==> src/rtl/fsp_pkg.sv <==
package fsp_pkg;

   localparam int BYTE_W = 8;
   localparam int IDX_W  = $clog2(BYTE_W);

   localparam logic [BYTE_W-1:0] OPC_WREN = 8'h06;
   localparam logic [BYTE_W-1:0] OPC_RDSR = 8'h05;
   localparam logic [BYTE_W-1:0] OPC_WRSR = 8'h01;

   localparam int POS_LOCK = 7;
   localparam int POS_BP1  = 3;
   localparam int POS_BP0  = 2;
   localparam int POS_WEL  = 1;
   localparam int POS_BUSY = 0;

   typedef enum logic [2:0] {
      PH_OPCODE,
      PH_WEN_TAIL,
      PH_STAT_DATA,
      PH_STAT_TAIL,
      PH_READOUT,
      PH_DISCARD
   } phase_t;

   typedef struct packed {
      logic       lock;
      logic [1:0] bp;
   } prot_t;

endpackage

==> src/rtl/fsp_sync.sv <==
module fsp_sync #(
   parameter int               WIDTH   = 1,
   parameter int               STAGES  = 2,
   parameter logic [WIDTH-1:0] RST_VAL = '0
) (
   input  logic             clk,
   input  logic             rst_n,
   input  logic [WIDTH-1:0] d,
   output logic [WIDTH-1:0] q
);

   initial begin
      assert (STAGES >= 1 && STAGES <= 4)
         else $error("fsp_sync: STAGES must be in 1..4");
      assert (WIDTH >= 1)
         else $error("fsp_sync: WIDTH must be positive");
   end

   generate
      if (STAGES == 1) begin : g_single
         logic [WIDTH-1:0] stage_q;
         always_ff @(posedge clk or negedge rst_n) begin
            if (!rst_n) stage_q <= RST_VAL;
            else        stage_q <= d;
         end
         assign q = stage_q;
      end else begin : g_chain
         logic [WIDTH-1:0] pipe [STAGES];
         always_ff @(posedge clk or negedge rst_n) begin
            if (!rst_n) begin
               for (int i = 0; i < STAGES; i++) pipe[i] <= RST_VAL;
            end else begin
               pipe[0] <= d;
               for (int i = 1; i < STAGES; i++) pipe[i] <= pipe[i-1];
            end
         end
         assign q = pipe[STAGES-1];
      end
   endgenerate

endmodule

==> src/rtl/fsp_frame.sv <==
module fsp_frame
   import fsp_pkg::*;
(
   input  logic              clk,
   input  logic              rst_n,
   input  logic              sel_n_s,
   input  logic              sclk_s,
   input  logic              din_s,
   input  logic [BYTE_W-1:0] status_byte,
   output logic              dout,
   output logic              sel_rise,
   output logic              wren_req,
   output logic              wrsr_req,
   output logic [BYTE_W-1:0] wrsr_data
);

   localparam logic [IDX_W-1:0] LAST_IDX = IDX_W'(BYTE_W - 1);

   logic              sclk_q;
   logic              sel_q;
   logic              sclk_rise;
   logic              sclk_fall;
   logic [IDX_W-1:0]  bit_idx;
   logic [BYTE_W-1:0] shreg;
   logic [BYTE_W-1:0] byte_in;
   logic              byte_done;
   logic [BYTE_W-1:0] data_q;
   logic [BYTE_W-1:0] snap;
   logic              dout_q;
   phase_t            phase;

   always_ff @(posedge clk or negedge rst_n) begin
      if (!rst_n) begin
         sclk_q <= 1'b0;
         sel_q  <= 1'b1;
      end else begin
         sclk_q <= sclk_s;
         sel_q  <= sel_n_s;
      end
   end

   assign sclk_rise = sclk_s & ~sclk_q & ~sel_n_s;
   assign sclk_fall = ~sclk_s & sclk_q & ~sel_n_s;
   assign sel_rise  = sel_n_s & ~sel_q;
   assign byte_in   = {shreg[BYTE_W-2:0], din_s};
   assign byte_done = sclk_rise && (bit_idx == LAST_IDX);

   // receive shifter and phase tracking
   always_ff @(posedge clk or negedge rst_n) begin
      if (!rst_n) begin
         bit_idx <= '0;
         shreg   <= '0;
         data_q  <= '0;
         phase   <= PH_OPCODE;
      end else if (sel_n_s) begin
         bit_idx <= '0;
         phase   <= PH_OPCODE;
      end else if (sclk_rise) begin
         shreg   <= byte_in;
         bit_idx <= bit_idx + 1'b1;
         unique case (phase)
            PH_OPCODE: begin
               if (byte_done) begin
                  if (byte_in == OPC_WREN)      phase <= PH_WEN_TAIL;
                  else if (byte_in == OPC_RDSR) phase <= PH_READOUT;
                  else if (byte_in == OPC_WRSR) phase <= PH_STAT_DATA;
                  else                          phase <= PH_DISCARD;
               end
            end
            PH_STAT_DATA: begin
               if (byte_done) begin
                  data_q <= byte_in;
                  phase  <= PH_STAT_TAIL;
               end
            end
            PH_WEN_TAIL,
            PH_STAT_TAIL: phase <= PH_DISCARD;
            PH_READOUT,
            PH_DISCARD:   phase <= phase;
            default:      phase <= PH_DISCARD;
         endcase
      end
   end

   // requests are taken from the phase held at the moment select rises
   assign wren_req  = sel_rise && (phase == PH_WEN_TAIL);
   assign wrsr_req  = sel_rise && (phase == PH_STAT_TAIL);
   assign wrsr_data = data_q;

   // transmit: a fresh status snapshot at each byte boundary
   always_ff @(posedge clk or negedge rst_n) begin
      if (!rst_n) begin
         dout_q <= 1'b0;
         snap   <= '0;
      end else if (sel_n_s) begin
         dout_q <= 1'b0;
      end else if (sclk_fall && phase == PH_READOUT) begin
         if (bit_idx == '0) begin
            snap   <= status_byte;
            dout_q <= status_byte[BYTE_W-1];
         end else begin
            dout_q <= snap[LAST_IDX - bit_idx];
         end
      end
   end

   assign dout = dout_q;

   AST_DOUT_MOVES_ON_FALL: assert property (@(posedge clk) disable iff (!rst_n)
      !$stable(dout_q) |-> $past(sclk_fall || sel_n_s)) else $error("dout moved off a falling edge");

   AST_SILENT_WHEN_DESELECTED: assert property (@(posedge clk) disable iff (!rst_n)
      (sel_n_s && $past(sel_n_s)) |-> !dout_q) else $error("dout active while deselected");

endmodule

==> src/rtl/fsp_busy_timer.sv <==
module fsp_busy_timer #(
   parameter int CYCLES = 1000
) (
   input  logic clk,
   input  logic rst_n,
   input  logic start,
   output logic busy
);

   localparam int CNT_W = $clog2(CYCLES + 1);
   localparam logic [CNT_W-1:0] LOAD = CNT_W'(CYCLES);

   initial begin
      assert (CYCLES >= 1) else $error("fsp_busy_timer: CYCLES must be at least 1");
   end

   logic [CNT_W-1:0] cnt;

   always_ff @(posedge clk or negedge rst_n) begin
      if (!rst_n)          cnt <= '0;
      else if (start)      cnt <= LOAD;
      else if (cnt != '0)  cnt <= cnt - 1'b1;
   end

   assign busy = (cnt != '0);

   AST_BUSY_BOUND: assert property (@(posedge clk) disable iff (!rst_n)
      cnt <= LOAD) else $error("busy counter out of range");

   AST_BUSY_FROM_START: assert property (@(posedge clk) disable iff (!rst_n)
      $rose(busy) |-> $past(start)) else $error("busy rose without a start");

endmodule

==> src/rtl/fsp_status.sv <==
module fsp_status
   import fsp_pkg::*;
(
   input  logic              clk,
   input  logic              rst_n,
   input  logic              guard_n_s,
   input  logic              sel_rise,
   input  logic              wren_req,
   input  logic              wrsr_req,
   input  logic              new_lock,
   input  logic [1:0]        new_bp,
   input  logic              busy,
   output logic              commit,
   output logic              wel,
   output prot_t             prot,
   output logic [BYTE_W-1:0] status_byte
);

   logic hw_protected;

   assign hw_protected = prot.lock & ~guard_n_s;
   assign commit       = wrsr_req & wel & ~hw_protected & ~busy;

   always_ff @(posedge clk or negedge rst_n) begin
      if (!rst_n) begin
         wel  <= 1'b0;
         prot <= '0;
      end else if (commit) begin
         wel       <= 1'b0;
         prot.lock <= new_lock;
         prot.bp   <= new_bp;
      end else if (wren_req && !busy) begin
         wel <= 1'b1;
      end
   end

   always_comb begin
      status_byte           = '0;
      status_byte[POS_LOCK] = prot.lock;
      status_byte[POS_BP1]  = prot.bp[1];
      status_byte[POS_BP0]  = prot.bp[0];
      status_byte[POS_WEL]  = wel;
      status_byte[POS_BUSY] = busy;
   end

   AST_WEL_SET_ON_SELECT: assert property (@(posedge clk) disable iff (!rst_n)
      $rose(wel) |-> $past(sel_rise)) else $error("latch set away from select rise");

   AST_PROT_NEEDS_WEL: assert property (@(posedge clk) disable iff (!rst_n)
      !$stable(prot) |-> $past(wel)) else $error("protect fields moved without latch");

   AST_WEL_DROPS_AT_START: assert property (@(posedge clk) disable iff (!rst_n)
      $rose(busy) |-> !wel) else $error("latch still set in busy cycle");

   AST_HPM_FREEZE: assert property (@(posedge clk) disable iff (!rst_n)
      (prot.lock && !guard_n_s && wrsr_req) |=> $stable(prot)) else $error("write passed hardware protect");

   AST_BUSY_FREEZE: assert property (@(posedge clk) disable iff (!rst_n)
      (busy && (wrsr_req || wren_req)) |=> ($stable(prot) && $stable(wel))) else $error("command accepted while busy");

endmodule

==> src/rtl/flash_status_ctrl.sv <==
module flash_status_ctrl
   import fsp_pkg::*;
#(
   parameter int WRITE_CYCLES = 1000,
   parameter int SYNC_STAGES  = 2
) (
   input  logic       clk,
   input  logic       rst_n,
   input  logic       spi_sel_n,
   input  logic       spi_clk,
   input  logic       spi_din,
   input  logic       wr_guard_n,
   output logic       spi_dout,
   output logic       write_busy,
   output logic       wr_enabled,
   output logic [1:0] blk_prot,
   output logic       sr_lock
);

   localparam logic [3:0] PIN_RST = 4'b1001;

   logic [3:0]        pins_s;
   logic              sel_n_s, sclk_s, din_s, guard_n_s;
   logic              sel_rise, wren_req, wrsr_req, commit, busy, wel;
   logic [BYTE_W-1:0] wrsr_data, status_byte;
   prot_t             prot;

   fsp_sync #(.WIDTH(4), .STAGES(SYNC_STAGES), .RST_VAL(PIN_RST)) sync_i (
      .clk (clk),
      .rst_n (rst_n),
      .d   ({spi_sel_n, spi_clk, spi_din, wr_guard_n}),
      .q   (pins_s)
   );

   assign {sel_n_s, sclk_s, din_s, guard_n_s} = pins_s;

   fsp_frame frame_i (
      .clk         (clk),
      .rst_n       (rst_n),
      .sel_n_s     (sel_n_s),
      .sclk_s      (sclk_s),
      .din_s       (din_s),
      .status_byte (status_byte),
      .dout        (spi_dout),
      .sel_rise    (sel_rise),
      .wren_req    (wren_req),
      .wrsr_req    (wrsr_req),
      .wrsr_data   (wrsr_data)
   );

   fsp_status status_i (
      .clk         (clk),
      .rst_n       (rst_n),
      .guard_n_s   (guard_n_s),
      .sel_rise    (sel_rise),
      .wren_req    (wren_req),
      .wrsr_req    (wrsr_req),
      .new_lock    (wrsr_data[POS_LOCK]),
      .new_bp      ({wrsr_data[POS_BP1], wrsr_data[POS_BP0]}),
      .busy        (busy),
      .commit      (commit),
      .wel         (wel),
      .prot        (prot),
      .status_byte (status_byte)
   );

   fsp_busy_timer #(.CYCLES(WRITE_CYCLES)) timer_i (
      .clk   (clk),
      .rst_n (rst_n),
      .start (commit),
      .busy  (busy)
   );

   assign write_busy = busy;
   assign wr_enabled = wel;
   assign blk_prot   = prot.bp;
   assign sr_lock    = prot.lock;

endmodule

==> config.mk <==
export PLATFORM = sky130hd
export DESIGN_NAME = flash_status_ctrl
export DESIGN_NICKNAME = d
export VERILOG_FILES = /design/src/rtl/fsp_pkg.sv /design/src/rtl/fsp_sync.sv /design/src/rtl/fsp_frame.sv /design/src/rtl/fsp_busy_timer.sv /design/src/rtl/fsp_status.sv /design/src/rtl/flash_status_ctrl.sv
export SDC_FILE = /design/constraint.sdc
export NUM_CORES = 1
export LEC_CHECK = 0
export BUFFER_PORTS_ARGS = -buffer_cell sky130_fd_sc_hd__buf_2
export CORE_MARGIN = 1
export CORE_UTILIZATION = 35
export CTS_BUF_LIST = sky130_fd_sc_hd__clkbuf_8
export DETAILED_ROUTE_END_ITERATION = 10
export GPL_TIMING_DRIVEN = 0
export PLACE_DENSITY = 0.59
export RECOVER_POWER = 25
export SLEW_MARGIN = 20
export SYNTH_ARGS = -nofsm -noshare
export SYNTH_HDL_FRONTEND = slang
export SYNTH_HIERARCHICAL = 1
export SYNTH_SLANG_ARGS = --single-unit
==> constraint.sdc <==
create_clock -name clk -period 3.3 [get_ports clk]
set_input_delay 0.99 -clock clk [delete_from_list [all_inputs] [get_ports clk]]
set_output_delay 0.99 -clock clk [all_outputs]
set_load 0.02 [all_outputs]
==> summary.md, run 1 <==
| Metric | Value |
|---|---|
| Max-slew violation count | `0` |
| Fin Setup TNS | `0 ns` |
| Via density | `5.00` |
| Worst-skew pair later-pin latency | `0.29 ns` |
| CP startpoint | `timer_i/cnt[0]$_DFFE_PN0P_` |
| Maximum clock rate | `around 0.32 GHz` |
| DR pass1 iterations | `6` |
| Worst setup SP type | `flip-flop` |
| CTS tree | `yes` |
| Leak pwr | `1.27 nW` |
| Minimum clock period | `3.13 ns` |
| Core ar. | `6460 sq um` |
| Crit end category | `output port` |
| Die Wd | `84.6 um` |
| Hold Path Stages | `0` |
| Max Cap Viol | `0` |
| CTS H-tree depth | `2` |
| Clk slew on worst S/H paths | `about 0.09 ns` |
| Arrival time at the worst endpoint | `2.14 ns` |
| Dpl ws | `0.487 ns` |
| Worst hold path type | `flip-flop to flip-flop` |
| Antenna Nets Post-Route | `0` |
| Wire per inst | `~13 um` |
| Area growth syn-to-layout | `11.6%` |
| Worst Path Required | `roughly 2.3 ns` |
| Hold_sp | `sync_i/g_chain.pipe[5]$_DFF_PN0_` |
| Synth Cell Area | `between 2000 and 2500 sq um` |
| Final setup violation count | `0` |
| Final WS setup | `0.169 ns` |
| WHS | `0.357 ns` |
| Die area | `7160 sq um` |
| Relative slew slack | `20.6%` |
| First DRT Iteration DRCs | `50` |
| Maximum buffer depth of the clock tree | `2` |
| Worst setup path category | `flip-flop to output port` |
| Vias in the first global route | `1382` |
| Via count | `between 1000 and 1500` |
| R2r endpoint | `status_i/prot[0]$_DFFE_PN0P_` |
| Synth Warn # | `6` |
| Critical path peak fanout | `9` |
| R2R Setup Slk | `0.62 ns` |
| Post-Route Skew | `roughly 0.0081 ns` |
| CTS Buf Count | `5` |
| Final worst-path cycle share | `94.9%` |
| Root Buffer | `clkbuf_8` |
| Average cell area after synthesis | `around 13 sq um` |
| Post-CTS setup buffers | `0` |
| Hold Path Sink | `sync_i/q[1]$_DFF_PN0_` |
| Final Hold Viols | `0` |
| First-pass GRT wire length | `6.67 mm` |
| Reg2Reg Depth | `8` |
| Die Y | `84.6 um` |
| Starting Density | `37.0%` |
| RSZ-0062 raised after global routing | `false` |
| Final WL | `3.77 mm` |
| Gr ovfl total | `0` |
| Status | `finished clean` |
| Ant. Diodes | `0` |
| Largest net degree at the start of global routing | `50` |
| Hold buffer count at cts | `0` |
| Io pins | `12` |
| PwrDens | `around 640 nW/um^2` |
| Nets | `217` |
| Gr usage total | `11.9%` |
| CTS sink cnt | `49` |
| Post-CTS Resized | `0` |
| DRC | `0` |
| Port Buffer Count | `11` |
| Num rows | `29` |
| HPWL after DPL | `approximately 2.7 mm` |
| RR Startpoint | `timer_i/cnt[0]$_DFFE_PN0P_` |
| Peak VDD IR | `0.000376 V` |
| Global placer's final weighted congestion | `~0.75` |
| Layout cells sized above 1 | `between 30% and 40%` |
| Worst-margin pin slew | `approximately 1.2 ns` |
| Initial antenna violation count | `0` |
| Post-Synthesis Cells | `187` |
layer usage:
| metal | up-vias | share of wire, % | track usage [%] |
|---|---|---|---|
| met5 | - | 0 | 0 |
| met1 | 697 | 50 | 16.4 |
| met4 | 0 | 1.3 | 4.16 |
| met2 | 20 | 45 | 18.1 |
| met3 | 4 | 3.3 | 3.05 |
| li1 | 703 | - | - |
sequential cells by signal, summed over array words and instances, names as in the netlist:
name / cells
frame_i/bit_idx: 3
frame_i/dout: 1
frame_i/phase: 3
frame_i/sclk_q: 1
frame_i/sel_q: 1
frame_i/shreg: 7
frame_i/snap: 8
frame_i/wrsr_data: 3
status_i/prot: 3
status_i/wel: 1
sync_i/g_chain.pipe: 4
sync_i/q: 4
timer_i/cnt: 10
cell type report:
type | count | area, sq um
repair buffers | 11 | 55.1
fillers | 624 | 3790
clock inverters | 3 | 65.1
well taps | 77 | 96.3
inverters | 11 | 41.3
flip-flops and latches | 49 | 1230
clock buffers | 5 | 68.8
multi-input cells | 115 | 1010
plain buffers | 14 | 97.6
worst max path at each step:
stage                       to  slack [ns]  cells after the start
detailed placement  write_busy        0.49                      6
finish              write_busy        0.17                      6
global route        write_busy        0.05                      6
floorplan           write_busy        0.79                      5
global placement    write_busy        0.50                      6
CTS                 write_busy        0.14                      6
critical path, cell delays in order (launching register included):
cell	delay [ns]
dfrtp_1	0.39
inv_1	0.10
ha_1	0.23
or4b_4	0.54
nor3_4	0.26
inv_2	0.14
buf_2	0.18
where the power goes:
group	switching [mW]	total (mW)	internal, mW
logic	0.249	0.480	0.231
registers	0.0596	0.733	0.673
clock network	0.194	0.495	0.301
total	0.503	1.71	1.21
per-stage QoR:
stage	cell area [sq um]	cells	total power, mW	utilization, %
after CTS	2680	285	1.74	41.5
after detailed placement	2550	277	1.24	39.5
after global routing	2670	285	1.82	41.3
after global placement	2550	277	1.22	39.4
after floorplan	2390	189	1.12	-
final	2670	285	1.71	41.3
cells in the final DEF, fill, tap and decap left out, drive strengths merged, types with 4 or more instances in the layout:
master	count
buf	21
a21oi	8
inv	11
dfrtp	44
mux2	20
mux2i	4
ha	4
dfstp	5
nand2	5
nor3	7
nor2	14
clkbuf	9
(Power assumes the default switching activity.)
==> run 2, diff against run 1 <==
--- a/config.mk
+++ b/config.mk
@@ -12,7 +12,7 @@
 export DETAILED_ROUTE_END_ITERATION = 10
 export GPL_TIMING_DRIVEN = 0
 export PLACE_DENSITY = 0.59
-export RECOVER_POWER = 25
+export RECOVER_POWER = 100
 export SLEW_MARGIN = 20
 export SYNTH_ARGS = -nofsm -noshare
 export SYNTH_HDL_FRONTEND = slang
==> run 2 against run 1 <==
Compared with the run above: critical path depth did not move; final cell count is the same; non-clock buffer count is the same; clock power about the same; wire length up 1.1%; die area unchanged; design area fell by 2.8%; sequential power hardly changed; utilization fell by 1.2 points; total power fell by 0.74%; largest cell class unchanged; largest power group unchanged.
==> summary.md, run 2 (same netlist as run 1, synthesis figures left out) <==
| Metric | Value |
|---|---|
| Placed Instances | `roughly 280` |
| Met3 routed WL | `104 um` |
| Ant. Diodes | `0` |
| Die Y | `84.6 um` |
| Worst setup SP type | `flip-flop` |
| First DRT Iteration DRCs | `69` |
| CTS Buf Count | `5` |
| Max Cap Viol | `0` |
| Core ar. | `between 6000 and 7000 sq um` |
| Final Hold Viols | `0` |
| # fillers | `641` |
| Critical path peak fanout | `9` |
| Gr ovfl total | `0` |
| Post-Route Skew | `0.00793 ns` |
| WHS | `0.357 ns` |
| R2r endpoint | `status_i/prot[1]$_DFFE_PN0P_` |
| Buf/Inv on CP | `3` |
| Dpl cell area | `2550 sq um` |
| Max layer used | `met4` |
| Met2 Wirelength | `1.71 mm` |
| Initial antenna violation count | `0` |
| Area growth syn-to-layout | `8.49%` |
| Gr usage total | `11.9%` |
| CTS sink cnt | `49` |
| Register share of total power | `43.3%` |
| Global placer's final weighted congestion | `about 0.75` |
| Die area | `7160 sq um` |
| Worst setup path category | `flip-flop to output port` |
| Max FFs per register | `10` |
| Hold Path Stages | `0` |
| Via density | `4.96` |
| Hold buffer count at cts | `0` |
| Clock share of power | `29.2%` |
| Post-CTS setup buffers | `0` |
| Vias in the first global route | `1382` |
| Die Wd | `84.6 um` |
| Wire length on met1 | `roughly 2 mm` |
| Clk slew on worst S/H paths | `~0.09 ns` |
| Commonest non-fill, non-tap cells in the layout | `dfrtp_1, nor2_1, inv_1, mux2_2, buf_4` |
| Slowest CP cell | `or4b_4` |
| Status | `finished clean` |
| RSZ-0062 raised after global routing | `false` |
| Internal power | `1.20 mW` |
| CTS H-tree depth | `2` |
| Peak VDD IR | `0.000378 V` |
| Area occupied by multi-input gates | `roughly 940 sq um` |
| Minimum clock period | `between 3 and 4 ns` |
| Hold Path Sink | `sync_i/q[1]$_DFF_PN0_` |
| Worst-skew pair later-pin latency | `0.29 ns` |
| Maximum clock rate | `~0.32 GHz` |
| Sequential cell area | `1230 sq um` |
| Port Buffer Count | `11` |
| Arrival time at the worst endpoint | `2.15 ns` |
| Worst Path Required | `2.31 ns` |
| HPWL after DPL | `2.65 mm` |
| Maximum buffer depth of the clock tree | `2` |
| Final WL | `3.81 mm` |
| CTS tree | `yes` |
| Crit end category | `output port` |
| Final worst-path cycle share | `95.1%` |
| Via count | `1414` |
| Wire per inst | `about 13 um` |
| Nets | `217` |
| Io pins | `12` |
| Regs by FF count | `timer_i/cnt x10, frame_i/snap x8, frame_i/shreg x7` |
| Logic pwr share | `27.5%` |
| Design area | `2590 sq um` |
| Non-Filler Instances | `285` |
| Worst-margin pin slew | `approximately 1.2 ns` |
| Reg2Reg Depth | `8` |
| Switching Share | `29.4%` |
| Num rows | `29` |
| Max-slew violation count | `0` |
| Post-CTS Resized | `0` |
| CP delay by family, top | `simple AND/OR/NAND/NOR gates` |
| Root Buffer | `clkbuf_8` |
| DRC | `0` |
| DR pass1 iterations | `6` |
| Layout cells sized above 1 | `27.4%` |
| PwrDens | `roughly 650 nW/um^2` |
| Hold_sp | `sync_i/g_chain.pipe[5]$_DFF_PN0_` |
| Antenna Nets Post-Route | `0` |
| Starting Density | `a little under two fifths` |
| Psw | `0.499 mW` |
| Final setup violation count | `0` |
| Biggest register | `timer_i/cnt` |
| Relative slew slack | `around 21%` |
| R2R Setup Slk | `0.58 ns` |
| Worst hold path type | `flip-flop to flip-flop` |
| Worst path cell trace | `inv_1, ha_1, or4b_4, nor3_4, inv_2, clkbuf_2` |
| Leak pwr | `1.20 nW` |
| RR Startpoint | `timer_i/cnt[0]$_DFFE_PN0P_` |
| Fin Setup TNS | `0 ns` |
| First-pass GRT wire length | `6.67 mm` |
| Largest net degree at the start of global routing | `50` |
| Commonest non-fill, non-tap cell in the layout | `dfrtp_1` |
| CP max stage delay | `0.54 ns` |
run 2: layout make-up:
cell class	instances	area share, %
Clock buffer	5	2.66
Buffer	14	3.77
Sequential cell	49	47.6
Timing Repair Buffer	11	1.88
Multi-Input combinational cell	115	36.3
Tap cell	77	3.72
Inverter	11	1.59
Clock inverter	3	2.51
run 2: power by group through the flow:
stage	Clock [mW]	Sequential, mW	Combinational, mW
2_1_floorplan	0	0.728	0.396
3_3_place_gp	0	0.745	0.476
3_5_place_dp	0	0.745	0.491
4_1_cts	0.514	0.733	0.492
5_1_grt	0.541	0.745	0.524
6_report	0.495	0.733	0.467
run 2: stage by stage:
| step | utilization (%) | power (mW) | setup slack, ns |
|---|---|---|---|
| global placement | 39.4 | 1.22 | 0.502 |
| finish | 40.1 | 1.69 | 0.160 |
| floorplan | - | 1.12 | 0.792 |
| detailed placement | 39.5 | 1.24 | 0.487 |
| CTS | 41.5 | 1.74 | 0.136 |
| global route | 40.1 | 1.81 | 0.0477 |
run 2: layer usage:
layer  up-vias  global-route usage (%)
met5         -                       0
met2        18                    18.1
met3         4                    3.05
met1       691                    16.4
met4         0                    4.16
li1        701                       -
run 2: worst max path at each step:
stage / cells past startpoint / end / startpoint
CTS: 6 / write_busy / timer_i/cnt[0]$_DFFE_PN0P_
finish: 6 / write_busy / timer_i/cnt[0]$_DFFE_PN0P_
global placement: 6 / write_busy / timer_i/cnt[0]$_DFFE_PN0P_
detailed placement: 6 / write_busy / timer_i/cnt[0]$_DFFE_PN0P_
floorplan: 5 / write_busy / timer_i/cnt[0]$_DFFE_PN0P_
global route: 6 / write_busy / timer_i/cnt[0]$_DFFE_PN0P_
run 2: worst register-to-register path, delay by kind of cell, from the launching register on:
family,cells,cell delay [ns]
buffers and inverters,2,0.24
and+or+nand+nor,3,1.08
AOI/OAI and AO/OA,1,0.30
adders and majority gates,1,0.24
muxes,1,0.35
DFF,1,0.40
==> run 3, diff against run 2 <==
--- a/config.mk
+++ b/config.mk
@@ -10,9 +10,9 @@
 export CORE_UTILIZATION = 35
 export CTS_BUF_LIST = sky130_fd_sc_hd__clkbuf_8
 export DETAILED_ROUTE_END_ITERATION = 10
+export GPL_ROUTABILITY_DRIVEN = 0
 export GPL_TIMING_DRIVEN = 0
 export PLACE_DENSITY = 0.59
-export RECOVER_POWER = 100
 export SLEW_MARGIN = 20
 export SYNTH_ARGS = -nofsm -noshare
 export SYNTH_HDL_FRONTEND = slang
==> run 3 against run 2 <==
Compared with the run above: design area up 3.6%; critical endpoint unchanged; via count about the same; largest cell class unchanged; clock power about the same; non-clock buffer count unchanged; worst setup slack worse by 0.010 ns; sequential power about the same; critical path depth unchanged; die area unchanged; register-to-register slack better by 0.02 ns; clock-buffer cell count unchanged.
==> summary.md, run 3 (same netlist as run 1, synthesis figures left out) <==
| Metric | Value |
|---|---|
| Commonest non-fill, non-tap cells in the layout | `dfrtp_1, nor2_1, buf_4` |
| Die Y | `84.6 um` |
| Max FFs per register | `10` |
| Arrival time at the worst endpoint | `between 2 and 2.5 ns` |
| Critical path peak fanout | `9` |
| R2R Setup Slk | `0.60 ns` |
| CTS tree | `yes` |
| Root Buffer | `clkbuf_8` |
| Core ar. | `6460 sq um` |
| Max-slew violation count | `0` |
| Gr ovfl total | `0` |
| Commonest non-fill, non-tap cell in the layout | `dfrtp_1` |
| Worst hold path type | `flip-flop to flip-flop` |
| Status | `finished clean` |
| Leak pwr | `1.28 nW` |
| Peak VDD IR | `around 0.00038 V` |
| Dpl cell area | `2550 sq um` |
| Worst setup SP type | `flip-flop` |
| Area growth syn-to-layout | `12.4%` |
| Via count | `1415` |
| Final WL | `3.78 mm` |
| Final setup violation count | `0` |
| DR pass1 iterations | `6` |
| DRC | `0` |
| Gr usage total | `11.9%` |
| Worst-margin pin slew | `0.604 ns` |
| Nets | `around 220` |
| CTS Buf Count | `5` |
| Starting Density | `37.0%` |
| First DRT Iteration DRCs | `46` |
| Wire per inst | `approximately 13 um` |
| WHS | `0.355 ns` |
| Die area | `around 7200 sq um` |
| Final Hold Viols | `0` |
| Worst Path Required | `2.31 ns` |
| CP delay by family, top | `simple AND/OR/NAND/NOR gates` |
| Hold buffer count at cts | `0` |
| Die Wd | `84.6 um` |
| GR peak layer | `met2` |
| Met3 GRT Util | `under 10%` |
| Largest net degree at the start of global routing | `50` |
| RSZ-0062 raised after global routing | `false` |
| First-pass GRT wire length | `between 6 and 7 mm` |
| Io pins | `12` |
| Via density | `4.96` |
| Relative slew slack | `59.8%` |
| CP max stage delay | `about 0.54 ns` |
| M2 GR Usage | `18.1%` |
| CTS H-tree depth | `2` |
| Initial antenna violation count | `0` |
| CTS sink cnt | `49` |
| Post-CTS Resized | `0` |
| Post-Route Skew | `0.00796 ns` |
| Hold Path Sink | `sync_i/q[2]$_DFF_PN0_` |
| Hold Path Stages | `0` |
| Crit end category | `output port` |
| Hold_sp | `sync_i/g_chain.pipe[6]$_DFF_PN0_` |
| Buf/Inv on CP | `3` |
| Maximum buffer depth of the clock tree | `2` |
| Design area | `2680 sq um` |
| Worst-skew pair later-pin latency | `between 0.2 and 0.3 ns` |
| Num rows | `29` |
| Ant. Diodes | `0` |
| Worst setup path category | `flip-flop to output port` |
| Regs by FF count | `timer_i/cnt x10, frame_i/snap x8, frame_i/shreg x7` |
| Minimum clock period | `3.15 ns` |
| Fin Setup TNS | `0 ns` |
| GR met1 Demand/Resource | `16.4%` |
| RR Startpoint | `timer_i/cnt[0]$_DFFE_PN0P_` |
| Worst path cell trace | `inv_1, ha_1, or4b_4, nor3_4, inv_2, buf_2` |
| Reg2Reg Depth | `9` |
| Antenna Nets Post-Route | `0` |
| Vias in the first global route | `about 1400` |
| Biggest register | `timer_i/cnt` |
| Total power | `1.71 mW` |
| Port Buffer Count | `11` |
| PwrDens | `638 nW/um^2` |
| Slowest CP cell | `or4b_4` |
| HPWL after DPL | `2.65 mm` |
| Clk slew on worst S/H paths | `0.09 ns` |
| Layout cells sized above 1 | `37.5%` |
| Post-CTS setup buffers | `0` |
| Maximum clock rate | `0.317 GHz` |
| Max Cap Viol | `0` |
| R2r endpoint | `timer_i/cnt[9]$_DFFE_PN0P_` |
| Final worst-path cycle share | `95.5%` |
run 3: cell count changes in the layout (fill, tap and decap cells not counted), sizes merged:
cell    delta
buf       +10
clkbuf    -10
run 3: worst reg2reg max path: cells and delay by family (launching register included):
kind	cells	cell delay, ns
AOI/OAI and AO/OA	2	0.45
adders and majority gates	1	0.24
buffers and inverters	3	0.44
DFF	1	0.40
and+or+nand+nor	3	1.09
run 3: area by class of cell:
class,count,area (sq um)
Multi-Input combinational cell,115,1010
Inverter,11,41.3
Clock inverter,3,65.1
Fill cell,621,3780
Buffer,14,113
Clock buffer,5,68.8
Sequential cell,49,1230
Tap cell,77,96.3
Timing Repair Buffer,11,57.6
run 3: worst max path at each step:
stage,cells after the start,endpoint,startpoint,slack (ns)
6_report,6,write_busy,timer_i/cnt[0]$_DFFE_PN0P_,0.15
3_5_place_dp,6,write_busy,timer_i/cnt[0]$_DFFE_PN0P_,0.49
5_1_grt,6,write_busy,timer_i/cnt[0]$_DFFE_PN0P_,0.05
4_1_cts,6,write_busy,timer_i/cnt[0]$_DFFE_PN0P_,0.14
3_3_place_gp,6,write_busy,timer_i/cnt[0]$_DFFE_PN0P_,0.50
2_1_floorplan,5,write_busy,timer_i/cnt[0]$_DFFE_PN0P_,0.79
run 3: layer usage:
layer / part of all wire, % / wire length (um) / vias to the layer above
met3: 2.5 / 96 / 4
met4: 1.3 / 48 / 0
met1: 51 / 1910 / 698
met5: 0 / 0 / -
met2: 45 / 1720 / 16
li1: - / - / 697
run 3: report_power, final:
group	leakage, nW	internal, mW	total (mW)	switching, mW
registers	0.637	0.673	0.732	0.0591
clock network	0.0681	0.301	0.495	0.194
logic	0.576	0.233	0.485	0.252
run 3: stage by stage:
stage / std cells / setup WS (ns) / utilization (%)
4_1_cts: 285 / 0.136 / 41.5
3_3_place_gp: 277 / 0.502 / 39.4
6_report: 285 / 0.150 / 41.5
5_1_grt: 285 / 0.0454 / 41.5
2_1_floorplan: 189 / 0.792 / -
3_5_place_dp: 277 / 0.487 / 39.5
